===== config.mk =====
export PLATFORM = sky130hd
export DESIGN_NAME = ctl_status_regs
export DESIGN_NICKNAME = d
export VERILOG_FILES = /design/src/rtl/ctl_regs_pkg.sv /design/src/rtl/ctl_scratch.sv /design/src/rtl/ctl_rd_mux.sv /design/src/rtl/ctl_irq.sv /design/src/rtl/ctl_status_regs.sv
export SDC_FILE = /design/constraint.sdc
export NUM_CORES = 2
export LEC_CHECK = 0
export BUFFER_PORTS_ARGS = -buffer_cell sky130_fd_sc_hd__clkbuf_2
export CELL_PAD_IN_SITES_DETAIL_PLACEMENT = 1
export CELL_PAD_IN_SITES_GLOBAL_PLACEMENT = 1
export CORE_ASPECT_RATIO = 0.6
export CORE_MARGIN = 1.5
export CORE_UTILIZATION = 25
export DETAILED_ROUTE_END_ITERATION = 7
export GPL_TIMING_DRIVEN = 0
export PLACE_DENSITY_LB_ADDON = 0.08
export SLEW_MARGIN = 20
export SYNTH_ARGS = -nofsm -noshare
export SYNTH_HDL_FRONTEND = slang
export SYNTH_HIERARCHICAL = 1
export SYNTH_SLANG_ARGS = --single-unit

===== constraint.sdc =====
create_clock -name clk -period 5.5 [get_ports clk]
set_input_delay 0.275 -clock clk [delete_from_list [all_inputs] [get_ports clk]]
set_output_delay 0.275 -clock clk [all_outputs]
set_load 0.02 [all_outputs]

===== src/rtl/ctl_regs_pkg.sv =====
package ctl_regs_pkg;
    localparam int ADDR_W = 8;
    localparam int BYTE_W = 8;

    typedef logic [ADDR_W-1:0] addr_t;
    typedef logic [BYTE_W-1:0] byte_t;

    localparam addr_t OFF_CTL1 = 8'h01;
    localparam addr_t OFF_GPIN = 8'h07;
    localparam addr_t OFF_REV  = 8'h08;
    localparam addr_t OFF_DSTS = 8'h0C;
    localparam addr_t OFF_LINK = 8'h0F;
    localparam addr_t OFF_ISTS = 8'h14;
    localparam addr_t OFF_TST0 = 8'h18;
    localparam addr_t OFF_TST2 = 8'h1A;
    localparam addr_t OFF_DCMD = 8'h27;
    localparam addr_t OFF_DIEN = 8'h39;
    localparam addr_t OFF_SIE0 = 8'h40;
    localparam addr_t OFF_SIE1 = 8'h41;
    localparam addr_t OFF_SIS0 = 8'h42;
    localparam addr_t OFF_SIS1 = 8'h43;
    localparam addr_t OFF_MAC  = 8'h46;
    localparam addr_t OFF_GPC  = 8'h47;
    localparam addr_t OFF_TST4 = 8'h52;

    localparam addr_t SCR_LOW_BASE    = 8'h34;
    localparam addr_t SCR_HIGH_ORIGIN = 8'h58;

    localparam int ISTS_FLAG_BIT  = 2;
    localparam int ISTS_SIG_BIT   = 5;
    localparam int CTL1_CONN_BIT  = 4;
    localparam int DSTS_EMPTY_BIT = 7;
    localparam int TST2_ACK_BIT   = 0;
    localparam int TST2_KEEP_BIT  = 1;
    localparam int TST2_CM_BIT    = 3;
    localparam int TST2_SIG_BIT   = 6;

    localparam byte_t GPIN_VAL  = 8'h7F;
    localparam byte_t REV_VAL   = 8'h00;
    localparam byte_t TST0_VAL  = 8'hFF;
    localparam byte_t MAC_VAL   = 8'h0F;
    localparam byte_t TST4_VAL  = 8'hE0;
    localparam byte_t DCMD_RST  = 8'h40;
    localparam byte_t LINK_UP   = 8'h00;
    localparam byte_t LINK_DOWN = 8'h02;
    localparam byte_t MISS_VAL  = 8'hFF;

    typedef struct packed {
        byte_t ctl1;
        byte_t ists;
        logic  tst2_keep;
        byte_t dcmd;
        byte_t dsts;
        byte_t dien;
        byte_t sie0;
        byte_t sie1;
        byte_t sis0;
        byte_t sis1;
        logic  rsp_valid;
        logic  rsp_err;
        byte_t rsp_data;
    } bank_t;
endpackage


===== src/rtl/ctl_scratch.sv =====
module ctl_scratch
    import ctl_regs_pkg::*;
#(
    parameter int WORDS = 18
) (
    input  logic  clk,
    input  logic  rst_n,
    input  addr_t addr,
    input  logic  wr_en,
    input  byte_t wdata,
    output byte_t rd_byte,
    output logic  hit
);
    localparam int WORD_W = 4 * BYTE_W;

    function automatic addr_t word_base(int idx);
        if (idx == 0) return SCR_LOW_BASE;
        return addr_t'(32'(SCR_HIGH_ORIGIN) + 32'(4 * idx));
    endfunction

    logic [WORDS-1:0][WORD_W-1:0] mem_d, mem_q;
    logic [WORDS-1:0]             word_hit;
    logic [1:0]                   lane;

    assign lane = addr[1:0];

    for (genvar gi = 0; gi < WORDS; gi++) begin : g_word
        localparam addr_t WB = word_base(gi);
        assign word_hit[gi] = (addr[ADDR_W-1:2] == WB[ADDR_W-1:2]);
    end

    assign hit = |word_hit;

    always_comb begin
        mem_d   = mem_q;
        rd_byte = '0;
        for (int i = 0; i < WORDS; i++) begin
            if (word_hit[i]) begin
                rd_byte = mem_q[i][{lane, 3'b000} +: BYTE_W];
                if (wr_en) begin
                    mem_d[i][{lane, 3'b000} +: BYTE_W] = wdata;
                end
            end
        end
    end

    always_ff @(posedge clk) begin
        if (!rst_n) mem_q <= '0;
        else        mem_q <= mem_d;
    end


    scr_onehot_chk: assert property (@(posedge clk) disable iff (!rst_n)
        $onehot0(word_hit));
endmodule


===== src/rtl/ctl_rd_mux.sv =====
module ctl_rd_mux
    import ctl_regs_pkg::*;
(
    input  addr_t addr,
    input  byte_t ctl1,
    input  byte_t ists,
    input  logic  tst2_keep,
    input  byte_t dcmd,
    input  byte_t dsts,
    input  byte_t dien,
    input  byte_t sie0,
    input  byte_t sie1,
    input  byte_t sis0,
    input  byte_t sis1,
    input  byte_t scr_byte,
    input  logic  scr_hit,
    output byte_t data,
    output logic  hit
);
    always_comb begin
        data = MISS_VAL;
        hit  = 1'b1;
        case (addr)
            OFF_CTL1: data = ctl1;
            OFF_GPIN: data = GPIN_VAL;
            OFF_REV:  data = REV_VAL;
            OFF_DSTS: begin
                data = dsts;
                data[DSTS_EMPTY_BIT] = 1'b1;
            end
            OFF_LINK: data = ctl1[CTL1_CONN_BIT] ? LINK_UP : LINK_DOWN;
            OFF_ISTS: data = ists;
            OFF_TST0: data = TST0_VAL;
            OFF_TST2: begin
                data = '0;
                data[TST2_ACK_BIT]  = 1'b1;
                data[TST2_CM_BIT]   = 1'b1;
                data[TST2_KEEP_BIT] = tst2_keep;
                data[TST2_SIG_BIT]  = ists[ISTS_SIG_BIT];
            end
            OFF_DCMD: data = dcmd;
            OFF_DIEN: data = dien;
            OFF_SIE0: data = sie0;
            OFF_SIE1: data = sie1;
            OFF_SIS0: data = sis0;
            OFF_SIS1: data = sis1;
            OFF_MAC:  data = MAC_VAL;
            OFF_GPC:  data = MAC_VAL;
            OFF_TST4: data = TST4_VAL;
            default: begin
                if (scr_hit) begin
                    data = scr_byte;
                end else begin
                    data = MISS_VAL;
                    hit  = 1'b0;
                end
            end
        endcase
    end
endmodule


===== src/rtl/ctl_irq.sv =====
module ctl_irq
    import ctl_regs_pkg::*;
(
    input  logic  clk,
    input  logic  rst_n,
    input  byte_t dsts,
    input  byte_t dien,
    input  byte_t sis0,
    input  byte_t sie0,
    input  byte_t sis1,
    input  byte_t sie1,
    output logic  irq
);
    logic irq_d, irq_q;

    always_comb begin
        irq_d = (|(dsts & dien)) | (|(sis0 & sie0)) | (|(sis1 & sie1));
    end

    always_ff @(posedge clk) begin
        if (!rst_n) irq_q <= 1'b0;
        else        irq_q <= irq_d;
    end

    assign irq = irq_q;


    irq_cause_chk: assert property (@(posedge clk) disable iff (!rst_n)
        $rose(irq_q) |-> $past((dsts & dien) != 0 || (sis0 & sie0) != 0 || (sis1 & sie1) != 0));
endmodule


===== src/rtl/ctl_status_regs.sv =====
module ctl_status_regs
    import ctl_regs_pkg::*;
#(
    parameter int SCRATCH_WORDS = 18
) (
    input  logic       clk,
    input  logic       rst_n,
    input  logic       req_valid,
    input  logic       req_write,
    input  logic [7:0] req_addr,
    input  logic [7:0] req_wdata,
    input  logic [7:0] dma_evt,
    input  logic [7:0] scsi0_evt,
    input  logic [7:0] scsi1_evt,
    input  logic       sigp_req,
    output logic       rsp_valid,
    output logic [7:0] rsp_data,
    output logic       rsp_err,
    output logic       irq
);
    bank_t bank_d, bank_q;
    byte_t scr_byte, mux_data;
    logic  scr_hit, map_hit, rd_acc, wr_acc;

    assign rd_acc = req_valid && !req_write;
    assign wr_acc = req_valid && req_write;

    ctl_scratch #(.WORDS(SCRATCH_WORDS)) u_scratch (
        .clk     (clk),
        .rst_n   (rst_n),
        .addr    (req_addr),
        .wr_en   (wr_acc),
        .wdata   (req_wdata),
        .rd_byte (scr_byte),
        .hit     (scr_hit)
    );

    ctl_rd_mux u_mux (
        .addr      (req_addr),
        .ctl1      (bank_q.ctl1),
        .ists      (bank_q.ists),
        .tst2_keep (bank_q.tst2_keep),
        .dcmd      (bank_q.dcmd),
        .dsts      (bank_q.dsts),
        .dien      (bank_q.dien),
        .sie0      (bank_q.sie0),
        .sie1      (bank_q.sie1),
        .sis0      (bank_q.sis0),
        .sis1      (bank_q.sis1),
        .scr_byte  (scr_byte),
        .scr_hit   (scr_hit),
        .data      (mux_data),
        .hit       (map_hit)
    );

    always_comb begin
        bank_d = bank_q;

        bank_d.rsp_valid = rd_acc;
        bank_d.rsp_err   = req_valid && !map_hit;
        if (rd_acc) bank_d.rsp_data = mux_data;

        if (wr_acc) begin
            case (req_addr)
                OFF_CTL1: bank_d.ctl1      = req_wdata;
                OFF_ISTS: bank_d.ists      = req_wdata;
                OFF_TST2: bank_d.tst2_keep = req_wdata[TST2_KEEP_BIT];
                OFF_DCMD: bank_d.dcmd      = req_wdata;
                OFF_DIEN: bank_d.dien      = req_wdata;
                OFF_SIE0: bank_d.sie0      = req_wdata;
                OFF_SIE1: bank_d.sie1      = req_wdata;
                default: ;
            endcase
        end

        if (rd_acc) begin
            case (req_addr)
                OFF_DSTS: if (!bank_q.ists[ISTS_FLAG_BIT]) bank_d.dsts = '0;
                OFF_SIS0: bank_d.sis0 = '0;
                OFF_SIS1: bank_d.sis1 = '0;
                OFF_TST2: bank_d.ists[ISTS_SIG_BIT] = 1'b0;
                default: ;
            endcase
        end

        bank_d.dsts = bank_d.dsts | dma_evt;
        bank_d.sis0 = bank_d.sis0 | scsi0_evt;
        bank_d.sis1 = bank_d.sis1 | scsi1_evt;
        if (sigp_req) bank_d.ists[ISTS_SIG_BIT] = 1'b1;
    end

    always_ff @(posedge clk) begin
        if (!rst_n) begin
            bank_q      <= '0;
            bank_q.dcmd <= DCMD_RST;
        end else begin
            bank_q <= bank_d;
        end
    end

    ctl_irq u_irq (
        .clk   (clk),
        .rst_n (rst_n),
        .dsts  (bank_q.dsts),
        .dien  (bank_q.dien),
        .sis0  (bank_q.sis0),
        .sie0  (bank_q.sie0),
        .sis1  (bank_q.sis1),
        .sie1  (bank_q.sie1),
        .irq   (irq)
    );

    assign rsp_valid = bank_q.rsp_valid;
    assign rsp_data  = bank_q.rsp_data;
    assign rsp_err   = bank_q.rsp_err;


    dsts_hold_chk: assert property (@(posedge clk) disable iff (!rst_n)
        (rd_acc && req_addr == OFF_DSTS && bank_q.ists[ISTS_FLAG_BIT])
        |=> bank_q.dsts == ($past(bank_q.dsts) | $past(dma_evt)));


    sis0_clear_chk: assert property (@(posedge clk) disable iff (!rst_n)
        (rd_acc && req_addr == OFF_SIS0) |=> bank_q.sis0 == $past(scsi0_evt));


    sig_consume_chk: assert property (@(posedge clk) disable iff (!rst_n)
        (rd_acc && req_addr == OFF_TST2 && !sigp_req) |=> !bank_q.ists[ISTS_SIG_BIT]);


    miss_data_chk: assert property (@(posedge clk) disable iff (!rst_n)
        (rsp_valid && rsp_err) |-> rsp_data == MISS_VAL);
endmodule


==> flow_summary.ini <==
[floorplan]
die_w_microns = 458
coreArea_sq_um = 122000
io_pins = 56
die_height_microns = 276
start_util = 0.254
dieArea_sq_um = 126000
row_count = 99

[critical_path]
cp_num_buf_inv = 5
cp_common_cell = clkbuf_2
crit_path_max_incr_delay_ps = 730
critPathSlowestCell = nand2_1
critPathKind = input port to register
critPathRequiredTime_ps = 6120
cp_top_family = buffers and inverters
worstPathArrival_ps = 5160
worstSetupStartpointType = input port
path_max_fanout = 19
crit_path_end_kind = register
path_cells = clkbuf_2, clkbuf_2, inv_1, ha_1, nor3b_2, clkbuf_1, nand2_1, clkbuf_2, o21ai_0, and2_1

[detailed_routing]
routedWlPerCell_microns = 34.0
vias_per_cell = 5.46
remaining_drc_errors = 0
routed_wl_microns = 180000
dr.pass1.iters = 6
ant_nets = 0
drtIter0Drc = 3224
routed-via-count = 28800

[final_layout]
final_util = 0.296
layout_commonest_cell = dfxtp_1
stdcell_area_sq_um = 36300
fill_cells = 14100
finalNetCount = 3649
layout_common_cells = 660 x dfxtp_1, 591 x nand2_1, 458 x o21ai_0, 422 x and2_1, 187 x a22oi_1
area.growth.synth_to_final_pct = 16.9
drive_gt1_frac = 0.147

[clock_network]
cts_tree = done
cts_buffer_depth = 3
clk_latency_ps = 700
cts-root-buf = clkbuf_16
cts_buffers = 73
htree_num_levels = 3
clock-sinks = 660
path_clk_slew_ps = 60

[placed_design]
numPortBuffers = 55
dp_hpwl_microns = 131000
dpl_cell_area_sq_um = 33500
gp_congestion = 0.922

[synth]
synth_cell_type_count = 93
synth_warnings = 6
ys_seq_area_frac = 0.426
synth_compound_area_frac = 0.165
ys.flop_type = dfxtp_1
yosys.area_share.simple = 0.246
synth_edf_count = 0
yosys.area_share.xor_xnor = 0.000282
yosys.area_share.adder = 0.00161
synth-async-reset-ratio = 0
syn_nets = 3485
syn_avg_cell_area_sq_um = 9.03
synth.ff_latch_count = 660
synth_top_family_by_area = simple AND/OR/NAND/NOR gates
syn_inst = 3436
synth_mux_area_frac = 0.115
syn_area_sq_um = 31000

[sta]
finalCriticalPeriod_ps = 4540
hold_viol = 0
fin_tns_setup_ps = 0
setup_viol = 0
fmax_mhz = 220
timing.final.crit_share = 0.825
worstMarginPinSlew_ps = 1260
clock_skew_ps = 22.0
slew-limit-headroom = 0.162
slew_violations = 0
rsz0062_at_grt = false

[outcome]
status = finished clean

[global_route]
grt_pass1_vias = 27000
grt_pass1_wl_microns = 243000
antenna_found_initial = 48
grt_max_degree = 21
grt_overflow_total = 0
groute.usage.overall = 0.280

[power_and_ir_drop]
power_density_nw_per_um2 = 304
vdd_ir_drop_max_mv = 0.236
finalPower_uw = 11000
power.leakage_uw = 0.0124

[hold_path]
min_path_type = input port to register

[flow_run]
max-cap-violations = 0
==> tightest hold or removal path, cell delays in order <==
cell	delay, ps
clkbuf_2	190
nand4_1	130
a21boi_0	80
==> through the flow <==
step,cells,setup slack [ps],hold WS [ps]
after floorplan,3436,3120,400
after global placement,5107,-703,455
after detailed placement,5112,366,460
after CTS,5273,1090,6.44
after global routing,5273,903,40.4
final,5282,965,44.2
==> registers in the layout, indices dropped and copies added, names as in the netlist <==
register,cells
bank_q,73
u_irq/irq,1
rsp_data,8
rsp_err,1
rsp_valid,1
u_scratch/mem_q,576
==> path summary, 6_finish.rpt <==
kind	startpoint	to	slack (ps)	depth (start not counted)
hold / removal	req_wdata[3]	u_scratch/mem_q[19]	40	3
setup reg to reg	u_scratch/mem_q[462]	rsp_data[6]	2230	9
hold reg to reg	rsp_data[0]	rsp_data[0]	460	2
setup / recovery	req_addr[1]	u_scratch/mem_q[461]	960	10
==> cell type report <==
class                           instances  area [sq um]  area share
Antenna cell                            9          22.5    0.000621
Sequential cell                       660         13200       0.364
Multi-Input combinational cell       2475         16400       0.452
Inverter                               11          41.3     0.00114
Clock buffer                          102          2120      0.0583
Tap cell                             1616          2020      0.0557
Clock inverter                         30           352     0.00969
Buffer                                290          1430      0.0395
Timing Repair Buffer                   89           673      0.0186
==> metal layers <==
| metal | track usage | wire (microns) |
|---|---|---|
| met5 | 0 | 13 |
| met1 | 0.463 | 95000 |
| met3 | 0.0502 | 14200 |
| met2 | 0.366 | 67600 |
| met4 | 0.0497 | 2790 |
==> timing repair <==
action | CTS | global route
gates resized for setup | 0 | 0
hold endpoints to repair | 32 | 0
hold buffers | 29 | 0
buffers inserted | 0 | 0
endpoints found under the setup margin | 0 | 0
==> kinds of logic after synthesis <==
group / after synthesis
and+or+nand+nor: 1441
AOI/OAI and AO/OA: 848
DFF: 660
buffers and inverters: 301
muxes: 181
adders and majority gates: 4
xor gates and xnor gates: 1
==> synth_stat cells, types with 10 or more instances <==
| master | count | area share |
|---|---|---|
| dfxtp_1 | 660 | 0.43 |
| nand2_1 | 591 | 0.071 |
| o21ai_0 | 459 | 0.074 |
| and2_1 | 422 | 0.085 |
| a22oi_1 | 187 | 0.045 |
| clkbuf_1 | 180 | 0.022 |
| nor2b_1 | 176 | 0.035 |
| mux4_2 | 139 | 0.10 |
| buf_2 | 67 | 0.011 |
| nand3_1 | 61 | 0.0098 |
| a21oi_1 | 46 | 0.0074 |
| nor2_1 | 46 | 0.0056 |
| nand4_1 | 38 | 0.0077 |
| a21boi_0 | 33 | 0.0080 |
| mux2i_1 | 30 | 0.0097 |
| o21ai_1 | 21 | 0.0034 |
| buf_4 | 20 | 0.0048 |
| nor3_1 | 18 | 0.0029 |
| buf_6 | 16 | 0.0058 |
| o21ai_2 | 15 | 0.0042 |
| mux2_2 | 12 | 0.0044 |
| o22ai_1 | 11 | 0.0022 |
| a31oi_1 | 10 | 0.0020 |
==> report_power, final <==
part           switching [uW]  leakage (uW)  internal (uW)  total (uW)
combinational             685       0.00588            203         888
sequential               19.4       0.00532           4800        4820
clock                    2330       0.00123           2990        5320
No activity file was read; power rests on OpenSTA's default activity.
